===== config.mk =====
export PLATFORM = sky130hd
export DESIGN_NAME = i2cCfgSlave
export DESIGN_NICKNAME = d
export VERILOG_FILES = /design/src/rtl/i2cCfgPkg.sv /design/src/rtl/i2cBusSync.sv /design/src/rtl/i2cCfgCtrl.sv /design/src/rtl/i2cCfgData.sv /design/src/rtl/i2cCfgSlave.sv
export SDC_FILE = /design/constraint.sdc
export NUM_CORES = 1
export LEC_CHECK = 0
export ABC_AREA = 1
export BUFFER_PORTS_ARGS = -buffer_cell sky130_fd_sc_hd__buf_2
export CAP_MARGIN = 20
export CORE_MARGIN = 2
export CORE_UTILIZATION = 51
export DETAILED_ROUTE_END_ITERATION = 8
export PLACE_DENSITY = 0.71
export SYNTH_ARGS = -nofsm -noshare
export SYNTH_HDL_FRONTEND = slang
export SYNTH_SLANG_ARGS = --single-unit

===== constraint.sdc =====
create_clock -name clk -period 2.94 [get_ports clk]
set_clock_uncertainty 0.1 [all_clocks]
set_input_delay 0.147 -clock clk [delete_from_list [all_inputs] [get_ports clk]]
set_output_delay 0.147 -clock clk [all_outputs]
set_load 0.01 [all_outputs]

===== src/rtl/i2cCfgPkg.sv =====
package i2cCfgPkg;
  typedef enum logic [3:0] {
    ST_IDLE, ST_ADDR, ST_ADDR_ACK, ST_CMD, ST_CMD_ACK,
    ST_WDATA, ST_WDATA_ACK, ST_RDATA, ST_RDATA_ACK
  } busState_t;

  // strobes from control to datapath, one system cycle each
  typedef struct packed {
    logic rxShift;    // sample SDA into receive shifter
    logic latchCmd;   // take received byte as command
    logic readStart;  // rewind pointer for a read phase
    logic rxCommit;   // acknowledged byte: count or register write
    logic txLoad;     // load next outgoing byte
    logic txShift;    // present next outgoing bit
  } ctrlStrobe_t;
endpackage


===== src/rtl/i2cBusSync.sv =====
module i2cBusSync #(
  parameter int SYNC_STAGES = 2
) (
  input  logic clk,
  input  logic rstN,
  input  logic sclIn,
  input  logic sdaIn,
  output logic sdaLevel,
  output logic sclRise,
  output logic sclFall,
  output logic startDet,
  output logic stopDet
);
  localparam int S = (SYNC_STAGES < 2) ? 2 : SYNC_STAGES;

  logic [S-1:0] sclPipe, sdaPipe;
  logic sclPrev, sdaPrev, sclLevel;

  always_ff @(posedge clk or negedge rstN) begin
    if (!rstN) begin
      sclPipe <= '1;
      sdaPipe <= '1;
      sclPrev <= 1'b1;
      sdaPrev <= 1'b1;
    end else begin
      sclPipe <= {sclPipe[S-2:0], sclIn};
      sdaPipe <= {sdaPipe[S-2:0], sdaIn};
      sclPrev <= sclPipe[S-1];
      sdaPrev <= sdaPipe[S-1];
    end
  end

  assign sclLevel = sclPipe[S-1];
  assign sdaLevel = sdaPipe[S-1];
  assign sclRise  = sclLevel & ~sclPrev;
  assign sclFall  = ~sclLevel & sclPrev;
  assign startDet = sclLevel & sclPrev & sdaPrev & ~sdaLevel;
  assign stopDet  = sclLevel & sclPrev & ~sdaPrev & sdaLevel;
endmodule


===== src/rtl/i2cCfgCtrl.sv =====
module i2cCfgCtrl
  import i2cCfgPkg::*;
(
  input  logic        clk,
  input  logic        rstN,
  input  logic        sclRise,
  input  logic        sclFall,
  input  logic        startDet,
  input  logic        stopDet,
  input  logic        sdaBit,
  input  logic        addrMatch,
  input  logic        rwBit,
  input  logic        rxAccept,
  input  logic        txBit,
  output ctrlStrobe_t stb,
  output logic        sdaOe
);
  busState_t state, stateNx;
  logic [3:0] bitCnt, bitCntNx;
  logic isRead, isReadNx;
  logic mAck, mAckNx;

  always_ff @(posedge clk or negedge rstN) begin
    if (!rstN) begin
      state  <= ST_IDLE;
      bitCnt <= '0;
      isRead <= 1'b0;
      mAck   <= 1'b0;
    end else begin
      state  <= stateNx;
      bitCnt <= bitCntNx;
      isRead <= isReadNx;
      mAck   <= mAckNx;
    end
  end

  always_comb begin
    stateNx  = state;
    bitCntNx = bitCnt;
    isReadNx = isRead;
    mAckNx   = mAck;
    stb      = '0;
    if (stopDet) begin
      stateNx  = ST_IDLE;
      bitCntNx = '0;
    end else if (startDet) begin
      stateNx  = ST_ADDR;
      bitCntNx = '0;
    end else begin
      unique case (state)
        ST_IDLE: ;
        ST_ADDR, ST_CMD, ST_WDATA: begin
          if (sclRise) begin
            stb.rxShift = 1'b1;
            bitCntNx    = bitCnt + 4'd1;
          end else if (sclFall && bitCnt == 4'd8) begin
            bitCntNx = '0;
            if (state == ST_ADDR) begin
              if (addrMatch) begin
                stateNx       = ST_ADDR_ACK;
                isReadNx      = rwBit;
                stb.readStart = rwBit;
              end else begin
                stateNx = ST_IDLE;
              end
            end else if (state == ST_CMD) begin
              stateNx = ST_CMD_ACK;
            end else begin
              stateNx = rxAccept ? ST_WDATA_ACK : ST_IDLE;
            end
          end
        end
        ST_ADDR_ACK: if (sclFall) begin
          if (isRead) begin
            stb.txLoad = 1'b1;
            stateNx    = ST_RDATA;
          end else begin
            stateNx = ST_CMD;
          end
        end
        ST_CMD_ACK: if (sclFall) begin
          stb.latchCmd = 1'b1;
          stateNx      = ST_WDATA;
        end
        ST_WDATA_ACK: if (sclFall) begin
          stb.rxCommit = 1'b1;
          stateNx      = ST_WDATA;
        end
        ST_RDATA: begin
          if (sclRise) begin
            bitCntNx = bitCnt + 4'd1;
          end else if (sclFall) begin
            if (bitCnt == 4'd8) begin
              bitCntNx = '0;
              stateNx  = ST_RDATA_ACK;
            end else begin
              stb.txShift = 1'b1;
            end
          end
        end
        ST_RDATA_ACK: begin
          if (sclRise) begin
            mAckNx = ~sdaBit;
          end else if (sclFall) begin
            if (mAck) begin
              stb.txLoad = 1'b1;
              stateNx    = ST_RDATA;
            end else begin
              stateNx = ST_IDLE;
            end
          end
        end
        default: stateNx = ST_IDLE;
      endcase
    end
  end

  assign sdaOe = (state == ST_ADDR_ACK) || (state == ST_CMD_ACK) ||
                 (state == ST_WDATA_ACK) || (state == ST_RDATA && !txBit);
endmodule


===== src/rtl/i2cCfgData.sv =====
module i2cCfgData
  import i2cCfgPkg::*;
#(
  parameter int          NUM_REGS  = 23,
  parameter logic [6:0]  DEV_ADDR  = 7'h69,
  parameter logic [7:0]  RESET_VAL = 8'h00
) (
  input  logic                  clk,
  input  logic                  rstN,
  input  logic                  sdaBit,
  input  ctrlStrobe_t           stb,
  output logic                  addrMatch,
  output logic                  rwBit,
  output logic                  rxAccept,
  output logic                  txBit,
  output logic [NUM_REGS*8-1:0] regFlat
);
  localparam int         PTR_W   = 8;
  localparam logic [7:0] NUM8    = 8'(NUM_REGS);
  localparam logic [7:0] PTR_MAX = '1;

  logic [7:0] rxSr, txSr;
  logic [PTR_W-1:0] ptr, startIdx;
  logic blockMode, countPending;
  logic [7:0] remaining;
  logic [1:0] directCnt;
  logic [7:0] regs [NUM_REGS];
  logic [7:0] readByte, countVal;
  logic regWrite;

  assign addrMatch = (rxSr[7:1] == DEV_ADDR);
  assign rwBit     = rxSr[0];
  assign txBit     = txSr[7];
  assign rxAccept  = countPending | (blockMode ? (remaining != 8'd0) : (directCnt != 2'd2));
  assign countVal  = (startIdx < NUM8) ? (NUM8 - startIdx) : 8'd0;
  assign regWrite  = stb.rxCommit & ~countPending;

  always_comb begin
    readByte = 8'h00;
    for (int i = 0; i < NUM_REGS; i++) begin
      if (ptr == PTR_W'(i)) readByte = regs[i];
    end
  end

  always_ff @(posedge clk or negedge rstN) begin
    if (!rstN) begin
      rxSr         <= '0;
      txSr         <= '0;
      ptr          <= '0;
      startIdx     <= '0;
      blockMode    <= 1'b0;
      countPending <= 1'b0;
      remaining    <= '0;
      directCnt    <= '0;
    end else begin
      if (stb.rxShift) rxSr <= {rxSr[6:0], sdaBit};
      if (stb.latchCmd) begin
        startIdx     <= {1'b0, rxSr[6:0]};
        ptr          <= {1'b0, rxSr[6:0]};
        blockMode    <= ~rxSr[7];
        countPending <= ~rxSr[7];
        remaining    <= '0;
        directCnt    <= '0;
      end
      if (stb.readStart) begin
        ptr          <= startIdx;
        countPending <= blockMode;
      end
      if (stb.rxCommit) begin
        if (countPending) begin
          remaining    <= rxSr;
          countPending <= 1'b0;
        end else begin
          ptr <= (ptr == PTR_MAX) ? ptr : ptr + 1'b1;
          if (blockMode) remaining <= remaining - 8'd1;
          else           directCnt <= directCnt + 2'd1;
        end
      end
      if (stb.txLoad) begin
        if (countPending) begin
          txSr         <= countVal;
          countPending <= 1'b0;
        end else begin
          txSr <= readByte;
          ptr  <= (ptr == PTR_MAX) ? ptr : ptr + 1'b1;
        end
      end else if (stb.txShift) begin
        txSr <= {txSr[6:0], 1'b0};
      end
    end
  end

  for (genvar g = 0; g < NUM_REGS; g++) begin : g_reg
    always_ff @(posedge clk or negedge rstN) begin
      if (!rstN) regs[g] <= RESET_VAL;
      else if (regWrite && ptr == PTR_W'(g)) regs[g] <= rxSr;
    end
    assign regFlat[g*8 +: 8] = regs[g];
  end
endmodule


===== src/rtl/i2cCfgSlave.sv =====
module i2cCfgSlave
  import i2cCfgPkg::*;
#(
  parameter int         NUM_REGS    = 23,
  parameter logic [6:0] DEV_ADDR    = 7'h69,
  parameter int         SYNC_STAGES = 2,
  parameter logic [7:0] RESET_VAL   = 8'h00
) (
  input  logic                  clk,
  input  logic                  rstN,
  input  logic                  sclIn,
  input  logic                  sdaIn,
  output logic                  sdaOe,
  output logic [NUM_REGS*8-1:0] regFlat
);
  logic sdaLevel, sclRise, sclFall, startDet, stopDet;
  logic addrMatch, rwBit, rxAccept, txBit;
  ctrlStrobe_t stb;

  i2cBusSync #(.SYNC_STAGES(SYNC_STAGES)) u_sync (
    .clk(clk), .rstN(rstN), .sclIn(sclIn), .sdaIn(sdaIn),
    .sdaLevel(sdaLevel), .sclRise(sclRise), .sclFall(sclFall),
    .startDet(startDet), .stopDet(stopDet)
  );

  i2cCfgCtrl u_ctrl (
    .clk(clk), .rstN(rstN), .sclRise(sclRise), .sclFall(sclFall),
    .startDet(startDet), .stopDet(stopDet), .sdaBit(sdaLevel),
    .addrMatch(addrMatch), .rwBit(rwBit), .rxAccept(rxAccept),
    .txBit(txBit), .stb(stb), .sdaOe(sdaOe)
  );

  i2cCfgData #(.NUM_REGS(NUM_REGS), .DEV_ADDR(DEV_ADDR), .RESET_VAL(RESET_VAL)) u_data (
    .clk(clk), .rstN(rstN), .sdaBit(sdaLevel), .stb(stb),
    .addrMatch(addrMatch), .rwBit(rwBit), .rxAccept(rxAccept),
    .txBit(txBit), .regFlat(regFlat)
  );
endmodule


Word-level counts from Yosys, hierarchy flattened
Cells that the tools add are included.

storage, ports and cells
  register bits = 243
  input port bits = 4

cells by class
  $add $sub $neg = 5
  order comparisons = 1
  equal/unequal tests = 47
  muxes and demuxes = 97
  bitwise gates (word level) = 18
  reduce and logical (&&, ||, !) cells = 40

operator list
  cell                                                                      count
  8-bit 2-to-1 mux                                                          38
  4-bit 2-to-1 mux                                                          20
  8-bit by 4-bit equality test with 1-bit output (second input constant)    8
  8-bit by 5-bit equality test with 1-bit output (second input constant)    7
  8-bit by 3-bit equality test with 1-bit output (second input constant)    4
  1-bit 2-to-1 mux                                                          26
  1-bit logical AND                                                         25
  4-bit one-hot mux with 6 select lines                                     1
  4-bit by 3-bit inequality test with 1-bit output (second input constant)  5
  4-bit by 3-bit equality test with 1-bit output (second input constant)    4
  8-bit by 2-bit equality test with 1-bit output (second input constant)    2
  5-bit by 4-bit inequality test with 1-bit output (second input constant)  3
  6-bit 2-to-1 mux                                                          2
  4-bit inequality test (second input constant)                             3
  2-bit 2-to-1 mux                                                          5
  10-bit AND reduction                                                      1
  3-bit 2-to-1 mux                                                          3
  1-bit inverter                                                            9
  8-bit by 1-bit adder with 8-bit output (second input constant)            1
  1-bit AND                                                                 8
  4-bit by 2-bit equality test with 1-bit output (second input constant)    2
  4-bit equality test (second input constant)                               2
  8-bit by 1-bit equality test with 1-bit output (second input constant)    1
  8-bit equality test (second input constant)                               1
  other kinds (24)                                                          27

Depth between registers and ports, before layout
Gate-level depths: netlist (run 1).

  depth in word-level cells = 26
  mapped depth = 31

Cells and area by module
From an unflattened synthesis (run 1), not the netlist that was laid out.

unflattened totals
  cells, all modules = 1,524
  area total of the unflattened synthesis = 12,081.6 um^2

modules (own cells, without submodules)
  module      times used  cells an instance  area an instance (um^2)  sequential area each (um^2)
  i2cCfgData  1           1,383              11,068.1                 5,680.4
  i2cCfgCtrl  1           124                814.5                    250.2
  i2cBusSync  1           17                 198.9                    157.7

Worst setup path after synthesis (run 1)
OpenSTA, ideal clock, no wires.

  path kind = reg2reg
  from = register u_data.ptr[0]
  to = register u_data.txSr[5]
  arrival = 2.421 ns
  slack = 0.303 ns
  stages on the path, launching flop included = 29
  period minus slack after synthesis = 2.637 ns
  cell sequence = dfrtp_1 -> inv_1 -> ha_1 -> inv_1 -> nor2_2 -> inv_2 -> nor2_4 -> inv_4 -> or2_1 -> nand3_1 -> nand3_1 -> nand2_1 -> nand3_1 -> nand3_1 -> nand3_1 -> nand2_1 -> nand3_1 -> nand3_1 -> nand3_1 -> nand2_1 -> nand3_1 -> nand3_1 -> nand3_1 -> nand2_1 -> nand2_1 -> nand2_1 -> nand2_1 -> nand2_1 -> nand2_1

on the way
  word-level cells in the longest chain between the ends = 26

RTL lines
  element                         RTL line          source
  from (decl)                     i2cCfgData.sv:23  logic [PTR_W-1:0] ptr, startIdx;
  from (signal assigned)          i2cCfgData.sv:59  ptr <= {1'b0, rxSr[6:0]};
  from (signal assigned)          i2cCfgData.sv:66  ptr <= startIdx;
  from (signal assigned)          i2cCfgData.sv:74  ptr <= (ptr == PTR_MAX) ? ptr : ptr + 1'b1;
  8-bit logical NOT               i2cCfgData.sv:41  if (ptr == PTR_W'(i)) readByte = regs[i];
  8-bit 2-to-1 mux (22 in a row)  i2cCfgData.sv:41
  8-bit 2-to-1 mux *              i2cCfgData.sv:41
  8-bit 2-to-1 mux *              i2cCfgData.sv:80  if (countPending) begin
  8-bit 2-to-1 mux *              i2cCfgData.sv:79  if (stb.txLoad) begin
  to (signal assigned)            i2cCfgData.sv:81  txSr <= countVal;
  to (signal assigned)            i2cCfgData.sv:84  txSr <= readByte;
  to (signal assigned)            i2cCfgData.sv:88  txSr <= {txSr[6:0], 1'b0};
  to (decl)                       i2cCfgData.sv:22  logic [7:0] rxSr, txSr;

Every way passes the cells marked *; elsewhere a longest branch is shown, timed or not.
A chain may end at the register's enable or synchronous reset.

Worst setup path after layout (run 1)
  from = register u_data.ptr[3]
  to = register u_data.txSr[5]

The elaborated chain is that of the path after synthesis.

==> summary.md, run 1 <==
- complete, but fails checks — status
- setup timing — violations in the final reports
- 113.1% — ratio of final minimum period to clock period
- 66.22% — final core utilization
- 22780 µm² — placeable core region
- 8 — number of setup violations in the final report
- 25.52% — share of final-layout standard cells stronger than drive strength 1
- 1504 — instance count of the mapped netlist
- 4.209% — met3 usage
- 470.1 nW/µm² — power density of the placed cells
- 5 — crit path max fanout
- 11540 — overall via count from detail_route
- 0 — count of yosys warnings during synthesis
- 0 — maximum capacitance violations
- 243 — count of clock tree sinks
- -0.4222 ns — worst setup slack before clock tree synthesis
- 13740 µm² — placed cell areas
- 1786 — number of nets at the end of the flow
- 58080 µm — wire length of the first global-routing pass
- 3.325 ns — Tmin final
- 52.23% — initial standard-cell utilization of the core
- dfrtp_1 — biggest area consumer among synthesized cells
- 3.27 ns — WP data required
- dfrtp_2 — slowest CP cell
- 26 — number of buffers added by the clock tree synthesis step
- 30.31% — global-route usage over all layers
- 0.4115 mV — Peak VDD IR
- 5.482 — vias per cell
- 51.17% — sequential element share of the synthesized area
- 38160 µm — total routed wirelength
- 15080 µm² — Post-Layout Inst Area
- 300.8 MHz — Max Clk Rate
- -0.38 ns — slack of the worst reg-to-reg path
- 52.06% — tightest slew margin relative to the limit
- 1 — CTS H-tree depth
- register — nature of the critical path endpoint
- 18.13 µm — routed len/inst
- 0.44 ns — Critical Path Max Stage Delay
- 156.7 µm — Die W
- 0.9246 — routability cong.
- reg2reg — CP Class
- 55 — row count
- 0 — max-slew violation count
- 0 — final hold violations
- 26370 µm — total half-perimeter wirelength after legalization and detailed placement
- 51 — number of library cell types mapped by synthesis
- 2 — Worst Path Buf+Inv
- 3.65 ns — CP Data Arrival Time
- 7.911 µm² — average cell area after synthesis
- nand2_1 — cell with the most instances on the worst path
- 10520 — vias in the first global route
- register — launching element type of the critical path
- 0.54 ns — source-to-sink clock delay at the later pin of the worst-skew pair
- 1518 — Synthesized Nets
- 189 — count of boundary I/O pins
- 7.720 nW — Leakage Power
- dfrtp_1 50%, nand2_1 15%, o21ai_0 10% — largest cells by area after synthesis
- done — CTS tree
- 7.091 mW — total power consumption of the routed design
- simple AND/OR/NAND/NOR gates — kind of cell adding the most delay to the critical path
- in2async — worst min path class
- 156.7 µm — Die Span Y
- 45.33% — Global Route met1 Usage
- 88 — maximum number of pins on one net before global-route repair
- 1915 — fill cell total of the finished layout
- 24570 µm² — Die Area
- 3 — Max clock buf depth
- 26.79% — post-synthesis to final-layout area growth
- 11900 µm² — cell area after technology mapping
- 49.85% — share of Yosys cell area claimed by the top area cell type
- 0 — number of remaining DRC errors
- 0 — initial antenna violation count
- 0 — count of antenna diodes in the layout
- 0 — post-route antenna net violation count
- 188 — IO Port Bufs
- 46.39% — M2 GR Usage
- 243 — FF+latch count, synth
- clkbuf_16 — root cell of the clock tree
- met2 — layer carrying the most global-route usage
- 970 — number of violations reported at the end of detailed-routing iteration 0
- -0.3846 ns — Final Worst Setup Slack
- 0.06 ns — Clock transition at path regs
- 0 — residual overflow from global routing
- 0.7191 ns — Worst Tran Pin Value
- 7 — iteration count of the initial detailed-routing pass
- true — unrepaired setup endpoints after global routing
==> synthesized netlist by cell type (all sizes together) <==
cell type	n
a21o	2
a21oi	37
a221oi	1
a22o	1
a22oi	3
a31oi	2
a32o	1
a32oi	1
a41oi	1
buf	9
clkbuf	46
clkinv	5
dfrtp	237
dfstp	6
ha	10
inv	132
nand2	484
nand3	70
nand3b	2
nand4	8
nor2	95
nor3	15
nor4	4
o2111ai	4
o211ai	11
o21ai	273
o22ai	12
o311ai	1
o31ai	1
o32ai	1
o41ai	2
or2	18
or3	1
xnor2	2
xor2	6
==> worst paths after layout <==
path | from | to | depth (start not counted)
max | u_data.ptr[3]$_DFF_PN0_ | u_data.txSr[5]$_DFFE_PN0P_ | 31
min | rstN | u_data.regFlat[19]$_DFFE_PN0P_ | 2
max reg2reg | u_data.ptr[3]$_DFF_PN0_ | u_data.txSr[5]$_DFFE_PN0P_ | 31
min reg2reg | u_sync.sdaPipe[0]$_DFF_PN1_ | u_sync.sdaPipe[1]$_DFF_PN1_ | 0
max in group asynchronous | rstN | u_data.remaining[3]$_DFF_PN0_ | 3
min in group clk | sclIn | u_sync.sclPipe[0]$_DFF_PN1_ | 2
==> power breakdown <==
part           switching [mW]  leakage (nW)  internal (mW)
combinational           0.227          3.90         0.0474
sequential             0.0264          3.37           3.37
clock                    1.36         0.450           2.06
total                    1.61          7.72           5.48
==> state kept, by name, indices dropped and copies added (netlist names), 4 cells and up <==
signal and count:
u_data.rxSr 8, u_data.remaining 8, u_data.regFlat 184, u_ctrl.bitCnt 4
u_data.startIdx 7, u_ctrl.state 4, u_data.txSr 8, u_data.ptr 8
==> area by class of cell <==
class,instances,area [µm²],share of cell area [%]
Sequential cell,243,6091,40.38
Multi-Input combinational cell,1069,5329,35.33
Timing Repair Buffer,295,1847,12.24
Clock buffer,35,755.7,5.010
Inverter,137,531.8,3.525
Tap cell,313,391.6,2.596
Clock inverter,12,138.9,0.9207
==> per-stage QoR <==
stage	std cells	TNS (ns)	hold slack [ns]
after global routing	2104	-3.783	0.1556
final	2104	-1.931	0.1170
after CTS	2101	-1.551	0.1312
after floorplan	1504	0	-0.2486
after detailed placement	2040	-2.134	0.1091
after global placement	2040	-1.697	0.09970
==> cell families after synthesis <==
family	after synthesis	share of synthesized area, %
simple gates	697	25.06
compound gates	354	15.82
flops	243	51.17
buf+inv	192	6.310
fa+ha+maj	10	1.052
xor+xnor	8	0.5889
==> repair_timing <==
action,CTS,global route
setup endpoints to repair,8,8
pin swaps,22,32
resized for setup,39,40
hold buffers,3,0
hold endpoints to repair,85,0
buffers inserted,11,3
==> routing by layer <==
layer  vias to the layer above  share of wire (%)
met5                         -                  0
li1                       5464                  -
met4                         0                2.7
met2                       531                 45
met1                      5460                 45
met3                        80                7.9
==> layout by cell type (no fill, tap or decap), drive strengths merged <==
master,n
inv,132
nor4,4
clkinv,14
a21oi,37
nor2,95
a22oi,3
o21ai,273
or2,18
xor2,6
o32ai,1
nor3,15
dlygate4sd3,3
a221oi,1
o31ai,1
dfstp,6
dfrtp,237
buf,292
o2111ai,4
nand4,8
xnor2,2
a22o,1
o311ai,1
a32oi,1
a21o,2
o22ai,12
clkbuf,35
a31oi,2
a32o,1
or3,1
a41oi,1
nand3,70
bufinv,3
ha,10
o41ai,2
nand3b,2
o211ai,11
nand2,484
(Power assumes the default switching activity.)
==> run 2: changes to the inputs <==
TNS_END_PERCENT = 50   (was not set)
==> summary.md, run 2 (synthesis gave the netlist of run 1 again) <==
- complete, but fails checks — status
- setup timing — violations in the final reports
- 184 — Largest register FFs
- 52.23% — initial standard-cell utilization of the core
- 299.7 MHz — Max Clk Rate
- 0 — final hold violations
- nand2_1 — cell with the most instances on the worst path
- 38260 µm — total routed wirelength
- 66.42% — final core utilization
- nand2_1 — most common cell after layout, fill and taps aside
- 0 — number of remaining DRC errors
- 17170 µm — met2 WL
- register — launching element type of the critical path
- dfrtp_1 — slowest CP cell
- 10450 — vias in the first global route
- 928 — number of violations reported at the end of detailed-routing iteration 0
- 0 — max-slew violation count
- 2111 — count of placed standard cells in the final layout, fillers left out
- 0.54 ns — source-to-sink clock delay at the later pin of the worst-skew pair
- 0.4112 mV — Peak VDD IR
- 30.13% — global-route usage over all layers
- 0.06 ns — Clock transition at path regs
- clkbuf_16 — root cell of the clock tree
- 48.2% — Clk pwr share
- 0 — initial antenna violation count
- 3 — Max clock buf depth
- 27.16% — post-synthesis to final-layout area growth
- 5.490 — vias per cell
- 16890 µm — routed metal-1 wire length
- 47.9% — Seq pwr share
- register — nature of the critical path endpoint
- 24570 µm² — Die Area
- 0 — count of antenna diodes in the layout
- 0 — residual overflow from global routing
- 0 — post-route antenna net violation count
- 1 — CTS H-tree depth
- 25.70% — share of final-layout standard cells stronger than drive strength 1
- 3.66 ns — CP Data Arrival Time
- 57750 µm — wire length of the first global-routing pass
- 3.337 ns — Tmin final
- 5 — iteration count of the initial detailed-routing pass
- 1907 — fill cell total of the finished layout
- 243 — count of clock tree sinks
- 22.83% — Sw Ratio
- 8 — number of setup violations in the final report
- 5 — crit path max fanout
- reg2reg — CP Class
- 55 — row count
- 469.4 nW/µm² — power density of the placed cells
- 462 x nand2_1, 246 x o21ai_0, 236 x dfrtp_1 — top library cells by usage in the layout, fill and taps aside
- 51.89% — tightest slew margin relative to the limit
- true — unrepaired setup endpoints after global routing
- 6090 µm² — area taken by flip-flops and latches
- -0.3971 ns — Final Worst Setup Slack
- done — CTS tree
- 3.9% — combinational cell fraction of total power
- 156.7 µm — Die Span Y
- 26370 µm — total half-perimeter wirelength after legalization and detailed placement
- 2040 — cell total after placement
- 5325 µm² — multi-input combinational cell area
- met4 — top layer in use
- 0.9246 — routability cong.
- 88 — maximum number of pins on one net before global-route repair
- 188 — IO Port Bufs
- 0.7217 ns — Worst Tran Pin Value
- 7.740 nW — Leakage Power
- 18.12 µm — routed len/inst
- 1793 — number of nets at the end of the flow
- 22780 µm² — placeable core region
- 26 — number of buffers added by the clock tree synthesis step
- 5.480 mW — total internal power
- 113.5% — ratio of final minimum period to clock period
- 3187 µm — metal3 WL
- 156.7 µm — Die W
- 0.41 ns — Critical Path Max Stage Delay
- in2async — worst min path class
- 1.622 mW — net switching power of the design
- 0 — maximum capacitance violations
- 189 — count of boundary I/O pins
- 11590 — overall via count from detail_route
- 3.27 ns — WP data required
## run 2: metal layers
metal  track usage [%]  up-vias
li1                  -     5488
met1             45.22     5497
met2             45.95      528
met3             4.320       77
met4             7.864        0
met5                 0        -
## run 2: worst paths after layout
path / cells past startpoint / start / slack, ns / endpoint
max in group asynchronous: 3 / rstN / 1.74 / u_data.remaining[3]$_DFF_PN0_
min: 2 / rstN / 0.11 / u_data.regFlat[19]$_DFFE_PN0P_
max: 29 / u_data.ptr[0]$_DFF_PN0_ / -0.40 / u_data.txSr[6]$_DFFE_PN0P_
min in group clk: 2 / sclIn / 0.15 / u_sync.sclPipe[0]$_DFF_PN1_
max reg2reg: 29 / u_data.ptr[0]$_DFF_PN0_ / -0.40 / u_data.txSr[6]$_DFFE_PN0P_
min reg2reg: 0 / u_sync.sdaPipe[0]$_DFF_PN1_ / 0.26 / u_sync.sdaPipe[1]$_DFF_PN1_
## run 2: repair_timing
| action | 4_1_cts | 5_1_grt |
|---|---|---|
| cloned | 0 | 0 |
| endpoints found under the setup margin | 8 | 8 |
| hold buffers | 3 | 0 |
| pin swaps | 12 | 51 |
| gates resized for setup | 22 | 53 |
| setup buffers | 9 | 12 |
| hold endpoints to repair | 85 | 0 |
## run 2: through the flow
stage	worst slack [ns]	hold WS [ns]	setup TNS [ns]	area [µm²]	total power, mW
2_1_floorplan	0.3027	-0.2486	0	11900	3.550
3_3_place_gp	-0.3719	0.09970	-1.697	13740	3.726
6_report	-0.3971	0.1148	-2.316	15130	7.102
4_1_cts	-0.2948	0.1312	-1.770	14840	7.122
3_5_place_dp	-0.4222	0.1091	-2.134	13740	3.735
5_1_grt	-0.5982	0.1556	-4.234	15130	7.276
## run 2: area by class of cell
| class | instances | area share [%] |
|---|---|---|
| clock buffers | 35 | 4.995 |
| clock inverters | 12 | 0.9180 |
| inverters | 137 | 3.498 |
| multi-input cells | 1069 | 35.20 |
| flip-flops and latches | 243 | 40.25 |
| well taps | 313 | 2.588 |
| repair buffers | 302 | 12.55 |
## run 2: power by group through the flow
stage	combinational, mW	clock, mW	sequential [mW]
2_1_floorplan	0.0968	0	3.45
3_3_place_gp	0.268	0	3.46
3_5_place_dp	0.273	0	3.46
4_1_cts	0.276	3.44	3.40
5_1_grt	0.301	3.57	3.40
6_report	0.276	3.43	3.40
## run 2: critical path, delay by kind of cell, from the launching register on
family	cells	cell delay [ns]
AOI/OAI and AO/OA	7	0.67
adders and majority gates	1	0.16
buffers and inverters	2	0.28
DFF	1	0.41
and+or+nand+nor	19	1.59
